==> src/rtl/psched_pkg.sv <==
`timescale 1ns/1ps
package psched_pkg;

   localparam int CLS_W = 3;

   typedef enum logic [CLS_W-1:0] {
      CLS_ALL_HIT   = 3'd0,
      CLS_MOST_HIT  = 3'd1,
      CLS_BALANCED  = 3'd2,
      CLS_MOST_MISS = 3'd3,
      CLS_ALL_MISS  = 3'd4
   } warp_cls_e;

   // urgent queue takes only the two hit-dominated classes
   function automatic logic cls_is_urgent(input logic [CLS_W-1:0] cls);
      return (cls == CLS_ALL_HIT) || (cls == CLS_MOST_HIT);
   endfunction

endpackage

==> src/rtl/psched_queue.sv <==
`timescale 1ns/1ps
module psched_queue #(
   parameter int DEPTH = 8,
   parameter int ROW_W = 12,
   parameter int COL_W = 8,
   parameter int TAG_W = 6
) (
   input  logic             clk,
   input  logic             rst_n,
   input  logic             push_i,
   input  logic [ROW_W-1:0] push_row_i,
   input  logic [COL_W-1:0] push_col_i,
   input  logic [TAG_W-1:0] push_tag_i,
   input  logic             pop_i,
   input  logic             open_vld_i,
   input  logic [ROW_W-1:0] open_row_i,
   output logic             full_o,
   output logic             empty_o,
   output logic [ROW_W-1:0] sel_row_o,
   output logic [COL_W-1:0] sel_col_o,
   output logic [TAG_W-1:0] sel_tag_o,
   output logic             sel_hit_o
);

   localparam int IDX_W = (DEPTH > 1) ? $clog2(DEPTH) : 1;
   localparam int CNT_W = $clog2(DEPTH + 1);

   if (DEPTH < 2) begin : g_bad_depth
      $error("psched_queue: DEPTH must be at least 2");
   end
   if (ROW_W < 1 || COL_W < 1 || TAG_W < 1) begin : g_bad_width
      $error("psched_queue: field widths must be positive");
   end

   logic [ROW_W-1:0] row_q [DEPTH];
   logic [COL_W-1:0] col_q [DEPTH];
   logic [TAG_W-1:0] tag_q [DEPTH];
   logic [ROW_W-1:0] row_n [DEPTH];
   logic [COL_W-1:0] col_n [DEPTH];
   logic [TAG_W-1:0] tag_n [DEPTH];
   logic [CNT_W-1:0] count_q, count_n, wr_pos;
   logic [IDX_W-1:0] sel_idx;
   logic             sel_hit;

   assign full_o  = (count_q == CNT_W'(DEPTH));
   assign empty_o = (count_q == '0);

   // oldest valid entry on the open row; index 0 when none
   always_comb begin
      sel_idx = '0;
      sel_hit = 1'b0;
      for (int i = DEPTH - 1; i >= 0; i--) begin
         if (i < int'(count_q) && open_vld_i && row_q[i] == open_row_i) begin
            sel_idx = IDX_W'(i);
            sel_hit = 1'b1;
         end
      end
   end

   assign sel_row_o = row_q[sel_idx];
   assign sel_col_o = col_q[sel_idx];
   assign sel_tag_o = tag_q[sel_idx];
   assign sel_hit_o = sel_hit;

   // close the gap left by the issued entry, then append at the tail
   always_comb begin
      row_n = row_q;
      col_n = col_q;
      tag_n = tag_q;
      if (pop_i) begin
         for (int i = 0; i < DEPTH - 1; i++) begin
            if (i >= int'(sel_idx)) begin
               row_n[i] = row_q[i+1];
               col_n[i] = col_q[i+1];
               tag_n[i] = tag_q[i+1];
            end
         end
      end
      wr_pos = pop_i ? count_q - CNT_W'(1) : count_q;
      if (push_i) begin
         for (int i = 0; i < DEPTH; i++) begin
            if (i == int'(wr_pos)) begin
               row_n[i] = push_row_i;
               col_n[i] = push_col_i;
               tag_n[i] = push_tag_i;
            end
         end
      end
      count_n = count_q + CNT_W'(push_i) - CNT_W'(pop_i);
   end

   always_ff @(posedge clk or negedge rst_n) begin
      if (!rst_n) count_q <= '0;
      else        count_q <= count_n;
   end

   always_ff @(posedge clk) begin
      row_q <= row_n;
      col_q <= col_n;
      tag_q <= tag_n;
   end


   no_overflow_chk: assert property (@(posedge clk) disable iff (!rst_n)
      push_i |-> (!full_o || pop_i));


   no_underflow_chk: assert property (@(posedge clk) disable iff (!rst_n)
      pop_i |-> !empty_o);

endmodule

==> src/rtl/psched_open_row.sv <==
`timescale 1ns/1ps
module psched_open_row #(
   parameter int ROW_W = 12
) (
   input  logic             clk,
   input  logic             rst_n,
   input  logic             issue_i,
   input  logic [ROW_W-1:0] issue_row_i,
   output logic             open_vld_o,
   output logic [ROW_W-1:0] open_row_o
);

   if (ROW_W < 1) begin : g_bad_row
      $error("psched_open_row: ROW_W must be positive");
   end

   always_ff @(posedge clk or negedge rst_n) begin
      if (!rst_n) begin
         open_vld_o <= 1'b0;
         open_row_o <= '0;
      end else if (issue_i) begin
         open_vld_o <= 1'b1;
         if (!open_vld_o || open_row_o != issue_row_i)
            open_row_o <= issue_row_i;
      end
   end

endmodule

==> src/rtl/two_lvl_req_sched.sv <==
`timescale 1ns/1ps
module two_lvl_req_sched
   import psched_pkg::*;
#(
   parameter int DEPTH = 8,
   parameter int ROW_W = 12,
   parameter int COL_W = 8,
   parameter int TAG_W = 6
) (
   input  logic             clk,
   input  logic             rst_n,
   input  logic             in_valid,
   output logic             in_ready,
   input  logic [CLS_W-1:0] in_class,
   input  logic [ROW_W-1:0] in_row,
   input  logic [COL_W-1:0] in_col,
   input  logic [TAG_W-1:0] in_tag,
   output logic             out_valid,
   input  logic             out_ready,
   output logic [ROW_W-1:0] out_row,
   output logic [COL_W-1:0] out_col,
   output logic [TAG_W-1:0] out_tag,
   output logic             out_row_hit,
   output logic             out_from_high
);

   localparam int NQ = 2;   // index 1 urgent, index 0 background

   if (DEPTH < 2) begin : g_bad_depth
      $error("two_lvl_req_sched: DEPTH must be at least 2");
   end

   logic             urgent_cls;
   logic             open_vld;
   logic [ROW_W-1:0] open_row;
   logic             issue;
   logic [NQ-1:0]    q_full, q_empty, q_push, q_pop, q_hit;
   logic [ROW_W-1:0] q_row [NQ];
   logic [COL_W-1:0] q_col [NQ];
   logic [TAG_W-1:0] q_tag [NQ];
   logic             use_hi;

   assign urgent_cls = cls_is_urgent(in_class);
   assign in_ready   = urgent_cls ? !q_full[1] : !q_full[0];
   assign use_hi     = !q_empty[1];
   assign out_valid  = !q_empty[1] || !q_empty[0];
   assign issue      = out_valid && out_ready;

   for (genvar q = 0; q < NQ; q++) begin : g_q
      assign q_push[q] = in_valid && !q_full[q] && (urgent_cls == (q == 1));
      assign q_pop[q]  = issue && (use_hi == (q == 1));

      psched_queue #(
         .DEPTH (DEPTH),
         .ROW_W (ROW_W),
         .COL_W (COL_W),
         .TAG_W (TAG_W)
      ) u_queue (
         .clk        (clk),
         .rst_n      (rst_n),
         .push_i     (q_push[q]),
         .push_row_i (in_row),
         .push_col_i (in_col),
         .push_tag_i (in_tag),
         .pop_i      (q_pop[q]),
         .open_vld_i (open_vld),
         .open_row_i (open_row),
         .full_o     (q_full[q]),
         .empty_o    (q_empty[q]),
         .sel_row_o  (q_row[q]),
         .sel_col_o  (q_col[q]),
         .sel_tag_o  (q_tag[q]),
         .sel_hit_o  (q_hit[q])
      );
   end

   assign out_row       = use_hi ? q_row[1] : q_row[0];
   assign out_col       = use_hi ? q_col[1] : q_col[0];
   assign out_tag       = use_hi ? q_tag[1] : q_tag[0];
   assign out_row_hit   = use_hi ? q_hit[1] : q_hit[0];
   assign out_from_high = use_hi;

   psched_open_row #(.ROW_W(ROW_W)) u_open_row (
      .clk         (clk),
      .rst_n       (rst_n),
      .issue_i     (issue),
      .issue_row_i (out_row),
      .open_vld_o  (open_vld),
      .open_row_o  (open_row)
   );


   open_row_follow_chk: assert property (@(posedge clk) disable iff (!rst_n)
      issue |=> (open_vld && open_row == $past(out_row)));


   hit_row_chk: assert property (@(posedge clk) disable iff (!rst_n)
      (out_valid && out_row_hit) |-> (open_vld && out_row == open_row));


   fresh_miss_chk: assert property (@(posedge clk) disable iff (!rst_n)
      !open_vld |-> !out_row_hit);


   stall_keep_chk: assert property (@(posedge clk) disable iff (!rst_n)
      (out_valid && !out_ready) |=> out_valid);

endmodule

==> config.mk <==
export PLATFORM = sky130hd
export DESIGN_NAME = two_lvl_req_sched
export DESIGN_NICKNAME = d
export VERILOG_FILES = /design/src/rtl/psched_pkg.sv /design/src/rtl/psched_queue.sv /design/src/rtl/psched_open_row.sv /design/src/rtl/two_lvl_req_sched.sv
export SDC_FILE = /design/constraint.sdc
export NUM_CORES = 2
export LEC_CHECK = 0
export BUFFER_PORTS_ARGS = -buffer_cell sky130_fd_sc_hd__buf_2
export CAP_MARGIN = 30
export CORE_MARGIN = 5
export CORE_UTILIZATION = 35
export CTS_CLUSTER_SIZE = 25
export DETAILED_ROUTE_END_ITERATION = 8
export GPL_TIMING_DRIVEN = 0
export SLEW_MARGIN = 20
export SYNTH_ARGS = -nofsm -noshare
export SYNTH_HDL_FRONTEND = slang
export SYNTH_SLANG_ARGS = --single-unit
export TNS_END_PERCENT = 10
==> constraint.sdc <==
create_clock -name clk -period 8.7 [get_ports clk]
set_clock_uncertainty 0.1 [all_clocks]
set_input_delay 0.87 -clock clk [delete_from_list [all_inputs] [get_ports clk]]
set_output_delay 0.87 -clock clk [all_outputs]
set_load 0.05 [all_outputs]
==> results.json <==
{
  "drv_slew": 0,
  "p_switching_mw": 4.91,
  "dieWidth_um": 277,
  "vdd_ir_drop_max_v": 0.000365,
  "htreeDepth": 2,
  "clk_latency_ns": 0.62,
  "cp_max_fo": 10,
  "syn-cell-area_um2": 25000,
  "cts_post_setup_buffers_inserted": 0,
  "drtIter0Drc": 2925,
  "synth-adder-area-share_pct": 1.36,
  "tightest_slew_ns": 0.978,
  "finalSetupTns_ns": 0,
  "first_pass_iters": 8,
  "synthSimpleGateAreaFrac_pct": 16.5,
  "p_int_mw": 6.20,
  "synthFlopType": "dfxtp_1",
  "hold_path.class": "in2async",
  "synth.ff_latch_count": 437,
  "layout_min_cycle_time_ns": 7.67,
  "crit_arrival_ns": 6.70,
  "postSynthAreaPerCell_um2": 8.50,
  "ant_nets": 0,
  "fin_crit_sh_pct": 88.1,
  "power.share.clock_pct": 19.5,
  "power_density_nw_per_um2": 394,
  "totalWireLength_mm": 95.1,
  "end_kind": "primary output",
  "clk_path_buf_depth": 3,
  "final_hold_viol_count": 0,
  "synth_mux_area_share_pct": 16.2,
  "async_reset_ff_share_pct": 4.81,
  "place_area_um2": 26500,
  "cts.sinks": 437,
  "switching_share_pct": 44.2,
  "yosysWarnings": 0,
  "die_h_um": 277,
  "rsz0062_at_grt": "false",
  "dieArea_um2": 76800,
  "hpwl_mm": 73.6,
  "stdcell_area_um2": 28200,
  "antenna_found_initial": 2,
  "outcome": "complete, no violations",
  "ys_seq_area_share_pct": 37.6,
  "via_per_inst": 5.75,
  "fillers": 7321,
  "hold_ws_ns": 0.144,
  "grt_usage_pct": 23.4,
  "grt_pass1_vias": 22030,
  "p_leak_nw": 10.7,
  "synth_compound_area_share_pct": 16.5,
  "io_pins": 63,
  "combPwrFrac_pct": 43.4,
  "syn_inst": 2937,
  "grt_pass1_wl_mm": 141,
  "clk_pin_slew_ns": 0.06,
  "finalSetupViolCount": 0,
  "grt_start_max_net_pins": 27,
  "synthesis.nets": 2996,
  "fin_nets": 3113,
  "ctsResizeCount": 0,
  "holdBufCountCts": 0,
  "maxSlewHeadroom_pct": 34.1,
  "synth_xor_area_share_pct": 7.33,
  "initial_utilization_pct": 35.1,
  "fmax_ghz": 0.130,
  "numCtsBuffers": 49,
  "vias": 23277,
  "cts_tree": "built",
  "drcViolationCount": 0,
  "worstPathRequired_ns": 7.73,
  "synth_enable_flop_cells": 52,
  "drive_gt1_share_pct": 7.63,
  "startpoint": "g_q[1].u_queue.count_q[1]",
  "critical_path_class": "reg2out",
  "pwr-share-seq_pct": 37.1,
  "core_um2": 71100,
  "rows": 98,
  "start_kind": "flop",
  "drv_cap": 0,
  "synth_top_family_by_area": "compound AO/OA/AOI/OAI gates",
  "yosysUniqueCellTypes": 87,
  "portBuffers": 61,
  "grt_overflow": 0,
  "synthToLayoutAreaGrowth_pct": 13.0,
  "rr_startpoint": "g_q[1].u_queue.count_q[1]",
  "clock-root-buffer": "clkbuf_16",
  "place_congestion": 1.00,
  "routedWlPerCell_um": 23.5
}
-- metal layers --
layer,wire length [µm],vias up,global-route usage (%),part of all wire [%]
li1,-,10708,-,-
met1,42100,11275,33.7,44
met2,41500,1093,36.1,44
met3,8460,197,3.99,8.9
met4,3090,4,6.92,3.2
met5,25,-,0,0.026
-- layout make-up --
cell class              instances  area [µm²]  share of cell area, %
inverters                      40         150                  0.532
multi-input cells            2230       14500                   51.3
plain buffers                 230         983                   3.49
well taps                     950        1190                   4.22
flip-flops and latches        437        9370                   33.2
repair buffers                 66         357                   1.26
clock buffers                  74        1430                   5.07
clock inverters                17         240                  0.852
diodes                          1        2.50                0.00887
-- power groups by stage --
stage / Combinational, mW / Sequential (mW) / Clock, mW
after CTS: 4.72 / 4.08 / 2.20
after floorplan: 3.56 / 3.67 / 0
after detailed placement: 4.69 / 4.11 / 0
after global routing: 5.21 / 4.21 / 2.28
final: 4.82 / 4.12 / 2.17
after global placement: 4.65 / 4.10 / 0
-- Yosys cell counts (8+ instances only) --
cell | number | share of area (%)
ha_1 | 24 | 1.2
buf_2 | 33 | 0.66
mux2i_1 | 390 | 16
clkbuf_1 | 163 | 2.5
a211oi_1 | 38 | 1.1
nor2_1 | 313 | 4.7
o211ai_1 | 10 | 0.30
o21ai_0 | 173 | 3.5
dfxtp_1 | 364 | 29
buf_4 | 15 | 0.45
nor2b_1 | 9 | 0.23
mux2_2 | 11 | 0.50
a222oi_1 | 29 | 1.2
xor2_1 | 63 | 2.2
or2_2 | 10 | 0.25
a31oi_1 | 25 | 0.63
and3_1 | 33 | 0.83
nand3_1 | 54 | 1.1
nor3_1 | 22 | 0.44
buf_1 | 16 | 0.24
a32oi_1 | 10 | 0.35
o221ai_1 | 21 | 0.74
and2_1 | 8 | 0.20
nand2_1 | 344 | 5.2
dfrtp_1 | 21 | 2.1
nand4_1 | 45 | 1.1
a21oi_1 | 285 | 5.7
edfxtp_1 | 52 | 6.3
nor4_1 | 23 | 0.58
nand2b_1 | 11 | 0.28
xnor2_1 | 146 | 5.1
inv_1 | 39 | 0.59
-- sequential cells by signal, summed over array words and instances (netlist names) --
name	flops
g_q.u_queue.row_q	192
g_q.u_queue.count_q	8
g_q.u_queue.tag_q	96
u_open_row.open_row_o	12
u_open_row.open_vld_o	1
g_q.u_queue.col_q	128
-- critical path, cell delays in order (launching register included) --
cell and delay (ns):
dfrtp_1 0.49, inv_1 0.18, ha_1 0.29, a21boi_0 0.55, nand4_1 0.17, nor4_1 0.67, o21bai_1 0.30, a211oi_2 0.08
nor2_1 0.53, clkbuf_1 0.59, clkbuf_1 0.58, clkbuf_1 0.60, a211oi_1 0.25, a211oi_1 0.30, a21oi_1 0.16, buf_2 0.29
-- worst paths after layout --
kind	end	depth (start not counted)	slack (ns)
max in group asynchronous	u_open_row.open_row_o[1]	1	7.96
min reg2reg	g_q[0].u_queue.tag_q[44]	2	0.44
max reg2reg	u_open_row.open_row_o[1]	16	2.51
min in group clk	g_q[0].u_queue.tag_q[44]	2	0.44
max	out_col[2]	15	1.03
min	g_q[1].u_queue.count_q[2]	1	0.14
-- stage by stage --
stage               setup slack [ns]  cells  power (mW)  utilization (%)
CTS                             1.15   4043        11.0             39.6
floorplan                       3.32   2937        7.23                -
global route                   0.754   4044        11.7             39.6
finish                          1.03   4045        11.1             39.6
detailed placement              1.83   3952        8.80             37.3
global placement                1.80   3948        8.75             37.2
-- cell families (layout without fill, tap and decap cells) --
group / Yosys count / in the layout
AO/OA/AOI/OAI: 675 / 675
XOR/XNOR: 209 / 209
adder cells (fa/ha/maj): 26 / 26
buffers and inverters: 270 / 427
flip-flops: 437 / 437
multiplexers: 402 / 402
other: 0 / 1
AND/OR/NAND/NOR: 918 / 918
-- cells in the final DEF, fill, tap and decap left out, types with 54 or more instances in the layout --
cell type and count:
nor2_1 311, clkbuf_1 177, nand3_1 54, o21ai_0 173, dfxtp_1 364, xor2_1 63
nand2_1 344, buf_2 95, xnor2_1 146, a21oi_1 284, mux2i_1 390
Power figures use the tool's default switching activity.
